### src/rtl/adq_pkg.sv
package adq_pkg;

    parameter int ADDR_W = 32;
    parameter int CMD_W  = 4;

    typedef enum logic [1:0] {
        RSP_POSTED  = 2'd0,
        RSP_DELAYED = 2'd1,
        RSP_RETRY   = 2'd2,
        RSP_DONE    = 2'd3
    } rsp_e;

    typedef struct packed {
        logic [ADDR_W-1:0] addr;
        logic [CMD_W-1:0]  cmd;
    } entry_t;

    function automatic logic cmd_is_write(input logic [CMD_W-1:0] cmd);
        return cmd[0];
    endfunction

endpackage

### src/rtl/adq_wr_fifo.sv
module adq_wr_fifo
    import adq_pkg::*;
#(
    parameter int DEPTH = 4,
    localparam int PW = (DEPTH > 1) ? $clog2(DEPTH) : 1,
    localparam int CW = $clog2(DEPTH + 1)
) (
    input  logic          clk,
    input  logic          rst,
    input  logic          push,
    input  entry_t        push_ent,
    input  logic          pop,
    output entry_t        front,
    output logic [CW-1:0] count
);
    localparam logic [PW-1:0] LAST = PW'(DEPTH - 1);

    entry_t        slots [DEPTH];
    logic [PW-1:0] rd_ptr, wr_ptr;

    function automatic logic [PW-1:0] step(input logic [PW-1:0] p);
        return (p == LAST) ? '0 : p + 1'b1;
    endfunction

    always_ff @(posedge clk) begin
        if (rst) begin
            rd_ptr <= '0;
            wr_ptr <= '0;
            count  <= '0;
        end else begin
            if (push) begin
                slots[wr_ptr] <= push_ent;
                wr_ptr        <= step(wr_ptr);
            end
            if (pop) rd_ptr <= step(rd_ptr);
            case ({push, pop})
                2'b10:   count <= count + 1'b1;
                2'b01:   count <= count - 1'b1;
                default: count <= count;
            endcase
        end
    end

    assign front = slots[rd_ptr];

endmodule

### src/rtl/adq_rd_slot.sv
module adq_rd_slot
    import adq_pkg::*;
#(
    parameter int MAX_WR = 4,
    localparam int CW = $clog2(MAX_WR + 1)
) (
    input  logic          clk,
    input  logic          rst,
    input  logic          load,
    input  entry_t        load_ent,
    input  logic [CW-1:0] load_ahead,
    input  logic          dec_ahead,
    input  logic          mark_done,
    input  logic          release_slot,
    output logic          present,
    output logic          done,
    output entry_t        ent,
    output logic [CW-1:0] ahead
);
    always_ff @(posedge clk) begin
        if (rst) begin
            present <= 1'b0;
            done    <= 1'b0;
            ent     <= '0;
            ahead   <= '0;
        end else begin
            if (load) begin
                present <= 1'b1;
                done    <= 1'b0;
                ent     <= load_ent;
                ahead   <= load_ahead;
            end else begin
                if (release_slot) begin
                    present <= 1'b0;
                    done    <= 1'b0;
                end else if (mark_done) begin
                    done <= 1'b1;
                end
                if (dec_ahead) ahead <= ahead - 1'b1;
            end
        end
    end
endmodule

### src/rtl/adq_admit.sv
module adq_admit
    import adq_pkg::*;
#(
    parameter int MAX_WR = 4,
    localparam int CW = $clog2(MAX_WR + 1)
) (
    input  logic          req_valid,
    input  entry_t        req_ent,
    input  logic          wdata_full,
    input  logic [CW-1:0] wr_cnt,
    input  logic          rd_present,
    input  logic          rd_oldest,
    input  logic          rd_done,
    input  entry_t        rd_ent,
    output rsp_e          code,
    output logic          push_wr,
    output logic          load_rd,
    output logic          free_rd
);
    localparam logic [CW-1:0] WR_LIM      = CW'(MAX_WR);
    localparam logic [CW-1:0] WR_LIM_WOLD = CW'(MAX_WR - 1);

    logic wr_room, wr_ok, is_repeat;

    always_comb begin
        // Write-first ordering leaves one slot fewer for writes when a read is held.
        wr_room   = (wr_cnt < WR_LIM) &&
                    (!rd_present || rd_oldest || (wr_cnt < WR_LIM_WOLD));
        wr_ok     = wr_room && !wdata_full;
        is_repeat = rd_present && (rd_ent == req_ent);
        code      = RSP_RETRY;
        push_wr   = 1'b0;
        load_rd   = 1'b0;
        free_rd   = 1'b0;
        if (cmd_is_write(req_ent.cmd)) begin
            if (wr_ok) begin
                code    = RSP_POSTED;
                push_wr = req_valid;
            end
        end else if (rd_present) begin
            if (is_repeat && rd_done) begin
                code    = RSP_DONE;
                free_rd = req_valid;
            end
        end else if (wr_cnt < WR_LIM) begin
            code    = RSP_DELAYED;
            load_rd = req_valid;
        end
    end
endmodule

### src/rtl/adq_top.sv
module adq_top
    import adq_pkg::*;
#(
    parameter int MAX_WR = 4,
    localparam int CW = $clog2(MAX_WR + 1)
) (
    input  logic              clk,
    input  logic              rst,
    input  logic              req_valid,
    input  logic [ADDR_W-1:0] req_addr,
    input  logic [CMD_W-1:0]  req_cmd,
    input  logic              wdata_full,
    output logic              rsp_valid,
    output logic [1:0]        rsp_code,
    output logic              head_valid,
    output logic              head_is_write,
    output logic [ADDR_W-1:0] head_addr,
    output logic [CMD_W-1:0]  head_cmd,
    input  logic              head_done
);
    entry_t        req_ent, wr_front, rd_ent;
    logic [CW-1:0] wr_cnt, rd_ahead, load_ahead;
    logic          rd_present, rd_done, rd_oldest, rd_at_head;
    logic          push_wr, load_rd, free_rd, pop_wr, mark_done, dec_ahead;
    rsp_e          code;

    assign req_ent = '{addr: req_addr, cmd: req_cmd};

    adq_wr_fifo #(.DEPTH(MAX_WR)) u_wr_fifo (
        .clk(clk), .rst(rst),
        .push(push_wr), .push_ent(req_ent),
        .pop(pop_wr), .front(wr_front), .count(wr_cnt)
    );

    adq_rd_slot #(.MAX_WR(MAX_WR)) u_rd_slot (
        .clk(clk), .rst(rst),
        .load(load_rd), .load_ent(req_ent), .load_ahead(load_ahead),
        .dec_ahead(dec_ahead), .mark_done(mark_done), .release_slot(free_rd),
        .present(rd_present), .done(rd_done), .ent(rd_ent), .ahead(rd_ahead)
    );

    adq_admit #(.MAX_WR(MAX_WR)) u_admit (
        .req_valid(req_valid), .req_ent(req_ent), .wdata_full(wdata_full),
        .wr_cnt(wr_cnt), .rd_present(rd_present), .rd_oldest(rd_oldest),
        .rd_done(rd_done), .rd_ent(rd_ent),
        .code(code), .push_wr(push_wr), .load_rd(load_rd), .free_rd(free_rd)
    );

    // Head selection: the held read is serviced once every write ahead of it has drained.
    always_comb begin
        rd_oldest  = rd_present && (rd_ahead == '0);
        rd_at_head = rd_oldest && !rd_done;
        pop_wr     = head_done && !rd_at_head && (wr_cnt != '0);
        mark_done  = head_done && rd_at_head;
        dec_ahead  = pop_wr && rd_present && (rd_ahead != '0);
        load_ahead = wr_cnt - CW'(pop_wr);
        head_valid    = rd_at_head || (wr_cnt != '0);
        head_is_write = !rd_at_head && (wr_cnt != '0);
        head_addr     = rd_at_head ? rd_ent.addr : wr_front.addr;
        head_cmd      = rd_at_head ? rd_ent.cmd  : wr_front.cmd;
    end

    always_ff @(posedge clk) begin
        if (rst) begin
            rsp_valid <= 1'b0;
            rsp_code  <= RSP_POSTED;
        end else begin
            rsp_valid <= req_valid;
            rsp_code  <= req_valid ? code : RSP_POSTED;
        end
    end

endmodule

### config.mk
export PLATFORM = sky130hd
export DESIGN_NAME = adq_top
export DESIGN_NICKNAME = d
export VERILOG_FILES = /design/src/rtl/adq_pkg.sv /design/src/rtl/adq_wr_fifo.sv /design/src/rtl/adq_rd_slot.sv /design/src/rtl/adq_admit.sv /design/src/rtl/adq_top.sv
export SDC_FILE = /design/constraint.sdc
export NUM_CORES = 1
export LEC_CHECK = 0
export ABC_AREA = 1
export CORE_ASPECT_RATIO = 0.6
export CORE_UTILIZATION = 43
export DETAILED_ROUTE_END_ITERATION = 7
export GPL_TIMING_DRIVEN = 0
export HOLD_SLACK_MARGIN = 0.15
export SYNTH_ARGS = -nofsm -noshare
export SYNTH_HDL_FRONTEND = slang
export SYNTH_SLANG_ARGS = --single-unit
### constraint.sdc
create_clock -name clk -period 4.15 [get_ports clk]
set_input_delay 0.415 -clock clk [delete_from_list [all_inputs] [get_ports clk]]
set_output_delay 0.415 -clock clk [all_outputs]
set_load 0.1 [all_outputs]
==> Yosys cells after proc, flatten, opt, wreduce, memory -nomap -nowiden <==
Memory sizes are Yosys's and may differ from the RTL's. A register that Yosys moved wholly into a read port is not among the register bits.
Cells that the tools add are included.
{ "word_totals": {"ram_bits": 144, "input_bits": 41, "n_memories": 1, "ff_bits": 51, "output_inout_bits": 41, "wordCells": 79} }
{ "memory_table": {"columns": ["memory", "words", "word_bits", "read_ports", "rd_clocked_by_memory_dff", "wr", "line_no", "text"], "rows": [
  ["u_wr_fifo.slots", 4, 36, 1, 1, 1, "adq_wr_fifo.sv:18", "entry_t slots [DEPTH];"]
]} }
{ "op_classes": {"n_mux": 27, "n_addsub": 6, "eq_ne": 5, "bitwise": 1, "order_cmp": 2, "n_reduce_logical": 27} }
{ "ops": {"columns": ["op", "count"], "rows": [
  ["$eq 36x36->1", 1],
  ["$mux 32", 1],
  ["$mux 2", 8],
  ["$mux 1", 14],
  ["$logic_and 1x1->1", 12],
  ["$eq 2x2->1 const B", 3],
  ["$mux 3", 2],
  ["$pmux 3 s2", 1],
  ["$reduce_bool 2->1", 3],
  ["$reduce_bool 3->1", 2],
  ["$sub 3x1->3 const B", 2],
  ["$add 2x1->2 const B", 2],
  ["$logic_not 1->1", 4],
  ["$mux 4", 1],
  ["$add 3x1->3 const B", 1],
  ["$logic_not 3->1", 1],
  ["$logic_or 1x1->1", 3],
  ["$lt 3x2->1 const B", 1],
  ["$lt 3x3->1 const B", 1],
  ["$reduce_or 3->1", 1],
  ["$sub 3x1->3", 1],
  ["$eq 2x1->1 const B", 1],
  ["$reduce_or 2->1", 1],
  ["$not 1->1", 1]
]} }

==> Longest topological paths before layout <==
Gate-level depths: netlist (run 1).
{ "depth": {"depth_word": 11, "depth_mapped": 16, "mapped_depth_nobuf": 16} }

==> Cells and area by module <==
From an unflattened synthesis (run 1), not the netlist that was laid out.
{ "unflattened": {"hier_cells": 929, "hier_area_um2": 9218.8} }
{ "modules_own_cells": {"columns": ["mod", "area_each_um2", "cells_per_inst", "instances", "seq_area_each_um2"], "rows": [
  ["adq_wr_fifo", 6097.1, 407, 1, 4504.3],
  ["adq_rd_slot", 1575.3, 195, 1, 820.8],
  ["adq_top", 783.3, 150, 1, 60.1],
  ["adq_admit", 763.2, 177, 1, 0.0]
]} }

==> Least setup slack after synthesis (run 1) <==
OpenSTA, ideal clock, no wires.
{ "synth_path": {"path_kind": "register -> output", "from": "register u_rd_slot.ahead[0]", "to": "output head_cmd[1]", "stages_incl_launch_ff": 10, "required_time_ns": 3.735, "setup_slack_ns": 0.499, "arrival_time_ns": 3.236, "path_cell_list": "dfxtp_1 > inv_1 > ha_1 > inv_1 > nor2_2 > nand2_2 > nor2_2 > inv_2 > clkbuf_1 > o21ai_0"} }
{ "synth_via": {"elab_chain_cells": 4} }
{ "synth_lines": {"columns": ["element", "line_no", "text"], "rows": [
  ["start, declared", "adq_rd_slot.sv:18", "output logic [CW-1:0] ahead"],
  ["start signal, assigned", "adq_rd_slot.sv:31", "ahead <= load_ahead;"],
  ["start signal, assigned", "adq_rd_slot.sv:39", "if (dec_ahead) ahead <= ahead - 1'b1;"],
  ["$logic_not 3->1", "adq_top.sv:51", "rd_oldest = rd_present && (rd_ahead == '0);"],
  ["$logic_and 1x1->1", "adq_top.sv:51", null],
  ["$logic_and 1x1->1", "adq_top.sv:52", "rd_at_head = rd_oldest && !rd_done;"],
  ["$mux 4", "adq_top.sv:60", "head_cmd = rd_at_head ? rd_ent.cmd : wr_front.cmd;"],
  ["end, declared", "adq_top.sv:18", "output logic [CMD_W-1:0] head_cmd,"]
]} }
Every way passes these cells.

==> Worst setup path after layout (run 1) <==
Ends and elaborated chain as after synthesis.

==> results.sh, run 1 <==
export IMPL_status="complete, no violations"
export IMPL_cts_resized=0
export IMPL_required_ns=3.73
export IMPL_final_cell_count_no_fill=1202
export IMPL_fillers=1689
export IMPL_vias_per_cell=5.27
export IMPL_path_cells="inv_1 -> ha_1 -> inv_1 -> nor2_2 -> nand2_2 -> nor2_2 -> inv_2 -> clkbuf_1 -> o21ai_0 -> clkdlybuf4s50_1"
export IMPL_fin_crit_ns=3.87
export IMPL_n_antenna_cell=0
export IMPL_cp_startpoint="u_rd_slot.ahead[0]$_SDFFE_PP0P_"
export IMPL_tightest_slew_ns=0.977
export IMPL_first_pass_iters=5
export IMPL_async_flop_share_pct=0
export IMPL_power_leakage_nw=3.78
export IMPL_fin_crit_sh_pct=93.1
export IMPL_dp_final_hpwl_um=15900
export IMPL_ys_flop_type="edfxtp_1"
export IMPL_r2r_start="u_rd_slot.ahead[0]$_SDFFE_PP0P_"
export IMPL_grt_pass1_wl_um=34400
export IMPL_num_nets_final=995
export IMPL_htree_levels=4
export IMPL_cts_buffers=17
export IMPL_route_detailed_drc=0
export IMPL_synth_seq_area_share_pct=64.4
export IMPL_cts_root_buffer="clkbuf_16"
export IMPL_die_area_um2=20000
export IMPL_drive_gt1_share_pct=7.01
export IMPL_first_global_vias=5819
export IMPL_critical_path_max_fanout=10
export IMPL_dp_cells=1170
export IMPL_fin_area_um2=10200
export IMPL_final_max_slew_viol_count=0
export IMPL_netlist_instances=839
export IMPL_setup_viol=0
export IMPL_seq_area_um2=5390
export IMPL_syn2layout_area_growth_pct=22.4
export IMPL_path_class="flip-flop to primary output"
export IMPL_detail_route_wl_per_cell_um=18.8
export IMPL_synth_edff_count=144
export IMPL_cts_max_path_buffers=2
export IMPL_synth_most_common_cell="o21ai_0"
export IMPL_cts_sinks=197
export IMPL_synth_nets=891
export IMPL_cpMaxStageDelayCell="clkdlybuf4s50_1"
export IMPL_clk_latency_ns=0.43
export IMPL_critPathBufInv=5
export IMPL_cp_arrival_ns=3.45
export IMPL_yosys_area_top_type_share_pct=51.7
export IMPL_synth_commonest_cells="o21ai_0, edfxtp_1, nor2_1"
export IMPL_maxCapViolCount=0
export IMPL_clk_pin_slew_worst_paths_ns=0.07
export IMPL_multi_input_area_um2=2540
export IMPL_vias=6340
export IMPL_fp_dieW_um=182
export IMPL_core_rowCount=39
export IMPL_grt_total_usage_pct=23.6
export IMPL_max_slew_margin_rel_pct=34.7
export IMPL_routabilityCongestion=0.840
export IMPL_power_density_nw_per_um2=583
export IMPL_start_util_pct=44.0
export IMPL_cts_tree="built"
export IMPL_syn_area_um2=8360
export IMPL_max_freq_mhz=259
export IMPL_min_path_type="flip-flop to flip-flop"
export IMPL_synth_top_area_cell="edfxtp_1"
export IMPL_routed_wirelength_um=22600
export IMPL_synth_seq_cells=197
export IMPL_critPathLaunchType="flip-flop"
export IMPL_synth_avg_cell_area_um2=9.97
export IMPL_ios=82
export IMPL_ys_types=29
export IMPL_drtIter0Drc=678
export IMPL_post_cts_buffers=0
export IMPL_drtAntennaViolNets=0
export IMPL_grt_use_met3_pct=4.96
export IMPL_grt_overflow=0
export IMPL_synth_area_leaders="edfxtp_1, dfxtp_1, o21ai_0"
export IMPL_grt_max_degree=20
export IMPL_post_dp_cell_area_um2=9620
export IMPL_slowest_delay_ns=1.21
export IMPL_fp_dieH_um=110
export IMPL_skew_ns=0.0139
export IMPL_critPathCaptureType="primary output"
export IMPL_portBuffers=81
export IMPL_grt_setup_unrepaired="false"
export IMPL_crit_family="buffers and inverters"
export IMPL_final_hold_violation_count=0
export IMPL_peakVddDrop_uv=338
export IMPL_ys_warn_count=0
export IMPL_core_um2=19000
export IMPL_use_met1_pct=37.0
export IMPL_min_from="u_rd_slot.ent[35]$_SDFFE_PP0P_"
export IMPL_busiest_layer="met1"
export IMPL_grt_antenna_before_repair=0
export IMPL_ctsHoldBuffers=0
export IMPL_use_met2_pct=33.1
-- cell usage in the layout (no fill, tap or decap) --
cell / n
o21ai_0: 147
edfxtp_1: 144
nor2_1: 125
nand2_1: 117
clkdlybuf4s50_1: 81
inv_1: 73
dfxtp_1: 53
a21oi_1: 39
o22ai_1: 32
clkbuf_1: 26
clkbuf_16: 17
buf_2: 15
o21ai_1: 13
ha_1: 10
nand3_1: 7
xnor2_1: 5
nand2_2: 4
inv_2: 4
a31oi_1: 4
nor2_4: 4
bufinv_16: 4
buf_16: 4
nor3_1: 3
nor2_2: 3
xor2_1: 3
clkinv_4: 3
or2_2: 2
clkinvlp_4: 2
clkinv_2: 2
buf_6: 1
clkbuf_2: 1
and2_1: 1
o21bai_1: 1
o211a_1: 1
mux2i_1: 1
a2111oi_0: 1
fa_1: 1
inv_6: 1
clkinv_1: 1
-- worst register-to-register path: stages (launching register included) --
cell	delay, ns
dfxtp_1	0.32
inv_1	0.07
ha_1	0.20
inv_1	0.06
nor2_2	0.04
nor2_1	0.22
nand3_1	0.11
nand2_1	0.07
inv_1	0.05
nand2_1	0.15
ha_1	0.17
inv_1	0.06
fa_1	0.38
a21oi_1	0.14
o21ai_0	0.11
o21ai_0	0.16
a21oi_1	0.05
-- state kept, by name, summed over array words and instances (netlist names), named ones only --
register,count
u_rd_slot.ahead,3
u_wr_fifo.wr_ptr,2
u_wr_fifo.rd_ptr,2
u_rd_slot.present,1
rsp_code,2
u_wr_fifo.slots,144
u_rd_slot.done,1
u_rd_slot.ent,36
rsp_valid,1
u_wr_fifo.count,3
-- layer usage --
metal | wire length, um | vias to the layer above
li1 | - | 3083
met1 | 11600 | 3002
met2 | 9230 | 243
met3 | 1630 | 12
met4 | 134 | 0
met5 | 0 | -
-- cell type report --
| class | count | area share (%) |
|---|---|---|
| repair buffers | 85 | 8.99 |
| multi-input cells | 524 | 24.8 |
| clock inverters | 13 | 1.80 |
| clock buffers | 19 | 4.23 |
| well taps | 246 | 3.01 |
| inverters | 77 | 2.82 |
| flip-flops and latches | 197 | 52.6 |
| plain buffers | 41 | 1.77 |
-- through the flow --
step	setup WS, ns	power, W	util, %	hold slack [ns]	setup TNS (ns)
floorplan	0.499	0.00371	-	0.451	0
global placement	-0.767	0.00425	49.8	0.474	-103.96
detailed placement	0.770	0.00426	50.6	0.471	0
CTS	0.280	0.00599	53.8	0.482	0
global route	0.118	0.00618	53.8	0.509	0
finish	0.285	0.00597	53.8	0.481	0
-- kinds of logic (layout without fill, tap and decap cells) --
logic type	Yosys count	after routing	synth area share [%]
and+or+nand+nor	266	266	12.4
AOI/OAI and AO/OA	238	238	14.9
DFF	197	197	64.4
buffers and inverters	118	235	5.62
adders and majority gates	11	11	1.74
xor gates and xnor gates	8	8	0.838
muxes	1	1	0.120
-- where the power goes --
group          switching, W  internal (W)  total [W]
Clock              0.000730       0.00101    0.00174
Combinational       0.00156      0.000465    0.00202
Sequential        0.0000349       0.00218    0.00221
Total               0.00232       0.00365    0.00597
-- worst paths after layout --
path | end | slack, ns | cells after the start
setup / recovery | head_cmd[1] | 0.28 | 10
setup reg to reg | u_wr_fifo.count[2]$_SDFFE_PP0P_ | 1.66 | 16
hold reg to reg | u_rd_slot.ent[35]$_SDFFE_PP0P_ | 0.48 | 2
hold / removal | u_rd_slot.ent[35]$_SDFFE_PP0P_ | 0.48 | 2
Power figures use the tool's default switching activity.
==> inputs of run 2 (changes only) <==
Settings changed: CORE_UTILIZATION 43 to 40.
==> run 2 against run 1 <==
Against the previous run:
- global-route usage fell by 1.8 points
- largest cell class unchanged
- setup slack got worse by 0.012 ns
- highest routed layer unchanged
- hold slack improved by 0.0060 ns
==> results.sh, run 2 (same netlist as run 1, synthesis figures left out) <==
export IMPL_grt_setup_unrepaired="false"
export IMPL_final_common_cell="o21ai_0"
export IMPL_portBuffers=81
export IMPL_grt_total_usage_pct=21.8
export IMPL_start_util_pct=41.3
export IMPL_fp_dieW_um=189
export IMPL_rr_endpoint="u_wr_fifo.slots[2][29]$_DFFE_PP_"
export IMPL_fillers=1850
export IMPL_drtAntennaViolNets=0
export IMPL_peakVddDrop_uv=384
export IMPL_htree_levels=4
export IMPL_maxCapViolCount=0
export IMPL_holdWs_ns=0.487
export IMPL_critPathBufInv=5
export IMPL_fin_total_pwr_w=0.00589
export IMPL_final_cell_mix="o21ai_0, edfxtp_1, nor2_1"
export IMPL_path_class="flip-flop to primary output"
export IMPL_num_nets_final=995
export IMPL_crit_family="buffers and inverters"
export IMPL_core_rowCount=40
export IMPL_fp_dieH_um=114
export IMPL_dp_final_hpwl_um=16000
export IMPL_core_um2=20300
export IMPL_power_leakage_nw=3.77
export IMPL_ff2ff_path_depth=11
export IMPL_seq_area_um2=5390
export IMPL_tns_ns=0
export IMPL_cts_tree="built"
export IMPL_r2r_start="u_rd_slot.ahead[0]$_SDFFE_PP0P_"
export IMPL_grt_max_degree=22
export IMPL_detail_route_wl_per_cell_um=18.3
export IMPL_cts_sinks=197
export IMPL_top_regs="u_wr_fifo.slots: 144 flops, u_rd_slot.ent: 36 flops"
export IMPL_min_to="u_rd_slot.ent[35]$_SDFFE_PP0P_"
export IMPL_n_antenna_cell=0
export IMPL_route_detailed_drc=0
export IMPL_cts_max_path_buffers=2
export IMPL_ios=82
export IMPL_final_hold_violation_count=0
export IMPL_grt_pass1_wl_um=34700
export IMPL_status="complete, no violations"
export IMPL_ff2ff_setup_slack_ns=1.68
export IMPL_drive_gt1_share_pct=7.32
export IMPL_routed_wirelength_um=22500
export IMPL_critical_path_max_fanout=10
export IMPL_min_path_cells=2
export IMPL_cts_resized=0
export IMPL_max_slew_margin_rel_pct=34.4
export IMPL_grt_antenna_before_repair=0
export IMPL_tightest_slew_ns=0.981
export IMPL_cts_root_buffer="clkbuf_16"
export IMPL_skew_ns=0.0101
export IMPL_clk_pin_slew_worst_paths_ns=0.08
export IMPL_final_max_slew_viol_count=0
export IMPL_critPathLaunchType="flip-flop"
export IMPL_min_from="u_rd_slot.ent[35]$_SDFFE_PP0P_"
export IMPL_path_cells="inv_1 -> ha_1 -> inv_1 -> nor2_2 -> nand2_2 -> nor2_2 -> inv_2 -> clkbuf_1 -> o21ai_0 -> clkdlybuf4s50_1"
export IMPL_top_register="u_wr_fifo.slots"
export IMPL_routabilityCongestion=0.841
export IMPL_multi_input_area_um2=2540
export IMPL_first_pass_iters=5
export IMPL_syn2layout_area_growth_pct=22.4
export IMPL_fin_crit_ns=3.88
export IMPL_ctsHoldBuffers=0
export IMPL_setup_viol=0
export IMPL_vias_per_cell=5.16
export IMPL_die_area_um2=21500
export IMPL_cp_arrival_ns=3.46
export IMPL_required_ns=3.73
export IMPL_drtIter0Drc=540
export IMPL_largest_reg_flops=144
export IMPL_post_cts_buffers=0
export IMPL_grt_overflow=0
export IMPL_max_freq_mhz=258
export IMPL_critPathCaptureType="primary output"
export IMPL_min_path_type="flip-flop to flip-flop"
export IMPL_cpMaxStageDelayCell="clkdlybuf4s50_1"
export IMPL_vias=6340
export IMPL_cts_buffers=17
export IMPL_fin_crit_sh_pct=93.4
export IMPL_first_global_vias=5765
export IMPL_clk_latency_ns=0.44
export IMPL_power_density_nw_per_um2=576
export IMPL_slowest_delay_ns=1.21
==> run 2: report_power, final <==
group          switching [W]  internal [W]  total, W
clock network       0.000763      0.000905   0.00167
logic                0.00155      0.000464   0.00201
registers          0.0000361       0.00218   0.00221
==> run 2: how the worst max path moves through the flow <==
stage                                                from  slack (ns)  cells past startpoint                          endpoint
final                     u_rd_slot.ahead[0]$_SDFFE_PP0P_        0.27                     10                       head_cmd[1]
after global routing      u_rd_slot.ahead[0]$_SDFFE_PP0P_        0.05                     11                      head_addr[8]
after CTS                 u_rd_slot.ahead[0]$_SDFFE_PP0P_        0.30                     10                       head_cmd[1]
after detailed placement  u_rd_slot.ahead[0]$_SDFFE_PP0P_        0.76                     10                       head_cmd[1]
after global placement                         req_cmd[0]       -0.89                      7  u_wr_fifo.slots[0][21]$_DFFE_PP_
after floorplan           u_rd_slot.ahead[0]$_SDFFE_PP0P_        0.50                      9                       head_cmd[1]
==> run 2: through the flow <==
step | instances | area (um^2) | setup WS [ns] | util, %
2_1_floorplan | 839 | 8360 | 0.499 | -
3_3_place_gp | 1193 | 9520 | -0.892 | 47.0
3_5_place_dp | 1197 | 9640 | 0.763 | 47.6
4_1_cts | 1229 | 10200 | 0.296 | 50.5
5_1_grt | 1229 | 10200 | 0.0544 | 50.5
6_report | 1229 | 10200 | 0.273 | 50.5
==> run 2: worst reg2reg max path, cell delays in order, from the launching register on <==
cell     delay (ns)
dfxtp_1        0.31
inv_1          0.10
ha_1           0.15
inv_1          0.04
nor2_2         0.11
nor2_1         0.09
nand3_1        0.08
nand2_1        0.05
inv_1          0.09
nand2_1        0.24
nor2_4         0.66
buf_16         0.25
==> run 2: routing by layer <==
layer	track usage, %	vias to the layer above	wire [um]
met5	0	-	0
met4	3.92	0	116
met3	4.80	13	1820
met2	29.1	262	8800
met1	35.7	2984	11800
li1	-	3081	-
==> run 2: layout make-up <==
type / count / area share [%]
multi-input combinational: 524 / 24.8
timing repair buffer: 85 / 8.85
clock inverter: 12 / 1.15
inverter: 77 / 2.82
buffer: 41 / 1.77
tap: 273 / 3.34
clock buffer: 20 / 4.67
sequential: 197 / 52.6
==> inputs of run 3 (changes only) <==
Settings changed: CORE_ASPECT_RATIO 0.6 to not set, SLEW_MARGIN set to 0.
==> run 3 against run 2 <==
Against the previous run:
- core utilization down 0.44 points
- die area barely moved
- register-to-register slack improved by 0.02 ns
- routed wire length shrank 1.7%
- sequential share of layout area grew 0.21 points
- clock-buffer cell count down 2
- hold slack better by 0.0025 ns
- clock power is 5% lower
- fmax is 2.0% higher
- cell count decreased by 0.24%
==> results.sh, run 3 (same netlist as run 1, synthesis figures left out) <==
export IMPL_status="complete, no violations"
export IMPL_top_register="u_wr_fifo.slots"
export IMPL_route_met2_wl_um=10200
export IMPL_vias_per_cell=5.15
export IMPL_start_util_pct=41.1
export IMPL_place_ws_ns=0.832
export IMPL_n_antenna_cell=0
export IMPL_grt_setup_unrepaired="false"
export IMPL_portBuffers=81
export IMPL_maxCapViolCount=0
export IMPL_wl_met3_um=1120
export IMPL_dp_cells=1194
export IMPL_wl_met1_um=10300
export IMPL_setup_ws_ns=0.348
export IMPL_final_common_cell="o21ai_0"
export IMPL_worstSetupPathDepth=10
export IMPL_power_leakage_nw=3.74
export IMPL_cpMaxStageDelayCell="clkdlybuf4s50_1"
export IMPL_slowest_delay_ns=1.23
export IMPL_first_pass_iters=6
export IMPL_final_cell_mix="o21ai_0, edfxtp_1, nor2_1"
export IMPL_ff2ff_path_depth=11
export IMPL_fillers=1838
export IMPL_drive_gt1_share_pct=7.01
export IMPL_cts_resized=0
export IMPL_cts_sinks=197
export IMPL_grt_total_usage_pct=21.1
export IMPL_cts_root_buffer="clkbuf_16"
export IMPL_setup_viol=0
export IMPL_final_cell_count_no_fill=1226
export IMPL_max_slew_margin_rel_pct=34.6
export IMPL_ff2ff_setup_slack_ns=1.70
export IMPL_final_hold_violation_count=0
export IMPL_max_freq_mhz=263
export IMPL_min_path_type="flip-flop to flip-flop"
export IMPL_drtAntennaViolNets=0
export IMPL_routed_wirelength_um=22100
export IMPL_dp_final_hpwl_um=14800
export IMPL_ctsHoldBuffers=0
export IMPL_holdWs_ns=0.489
export IMPL_die_area_um2=21500
export IMPL_first_global_vias=5985
export IMPL_final_max_slew_viol_count=0
export IMPL_tightest_slew_ns=0.978
export IMPL_fp_dieH_um=147
export IMPL_critPathLaunchType="flip-flop"
export IMPL_ios=82
export IMPL_post_cts_buffers=0
export IMPL_cts_tree="built"
export IMPL_fin_crit_ns=3.80
export IMPL_htree_levels=4
export IMPL_critPathCaptureType="primary output"
export IMPL_power_density_nw_per_um2=569
export IMPL_grt_antenna_before_repair=0
export IMPL_clk_latency_ns=0.44
export IMPL_crit_family="buffers and inverters"
export IMPL_critPathBufInv=5
export IMPL_routabilityCongestion=0.817
export IMPL_fp_dieW_um=147
export IMPL_core_rowCount=52
export IMPL_syn2layout_area_growth_pct=21.9
export IMPL_cp_arrival_ns=3.39
export IMPL_route_detailed_drc=0
export IMPL_path_class="flip-flop to primary output"
export IMPL_grt_pass1_wl_um=33700
export IMPL_required_ns=3.73
export IMPL_cts_buffers=17
export IMPL_detail_route_wl_per_cell_um=18.0
export IMPL_peakVddDrop_uv=496
export IMPL_grt_overflow=0
export IMPL_fin_crit_sh_pct=91.6
export IMPL_grt_max_degree=27
export IMPL_num_nets_final=995
export IMPL_top_regs="u_wr_fifo.slots: 144 flops, u_rd_slot.ent: 36 flops"
export IMPL_largest_reg_flops=144
export IMPL_clk_pin_slew_worst_paths_ns=0.07
export IMPL_min_path_cells=2
export IMPL_path_cells="inv_1 -> ha_1 -> inv_1 -> nor2_2 -> nand2_2 -> nor2_2 -> inv_2 -> buf_2 -> o21ai_0 -> clkdlybuf4s50_1"
export IMPL_core_um2=20400
export IMPL_drtIter0Drc=478
export IMPL_vias=6318
export IMPL_skew_ns=0.0110
export IMPL_top_layer_used="met4"
export IMPL_critical_path_max_fanout=10
export IMPL_cts_max_path_buffers=2
==> run 3: cell type report <==
cell class	instances	area, um^2	share of cell area (%)
repair buffers	85	906	8.88
clock inverters	14	129	1.26
multi-input cells	524	2540	24.9
plain buffers	41	181	1.78
well taps	270	338	3.31
clock buffers	18	429	4.21
flip-flops and latches	197	5390	52.8
inverters	77	289	2.83
==> run 3: worst min-delay path, cell delays in order, from the launching register on <==
cell,delay [ns]
dfxtp_1,0.32
inv_1,0.06
a21oi_1,0.06
==> run 3: power breakdown <==
group,total [W],internal (W),switching (W),leakage [nW]
logic,0.00200,0.000464,0.00154,1.75
registers,0.00221,0.00218,0.0000339,1.73
clock network,0.00159,0.000832,0.000755,0.259
==> run 3: path summary, 6_finish.rpt <==
check | to | start
min | u_rd_slot.ent[35]$_SDFFE_PP0P_ | u_rd_slot.ent[35]$_SDFFE_PP0P_
max reg2reg | u_wr_fifo.slots[0][16]$_DFFE_PP_ | u_rd_slot.ahead[0]$_SDFFE_PP0P_
min reg2reg | u_rd_slot.ent[35]$_SDFFE_PP0P_ | u_rd_slot.ent[35]$_SDFFE_PP0P_
max | head_cmd[3] | u_rd_slot.ahead[0]$_SDFFE_PP0P_
==> run 3: per-stage QoR <==
stage | TNS (ns) | util [%] | cell area, um^2 | total power, W
final | 0 | 50.1 | 10200 | 0.00580
after CTS | 0 | 50.1 | 10200 | 0.00581
after detailed placement | 0 | 47.3 | 9640 | 0.00426
after global routing | 0 | 50.1 | 10200 | 0.00600
after global placement | -110.17 | 46.7 | 9510 | 0.00424
after floorplan | 0 | - | 8360 | 0.00371
==> run 3: routing by layer <==
layer,track usage (%),vias to the layer above
met5,0,-
met4,7.50,0
met3,3.75,35
met2,32.8,207
met1,29.4,2995
li1,-,3081
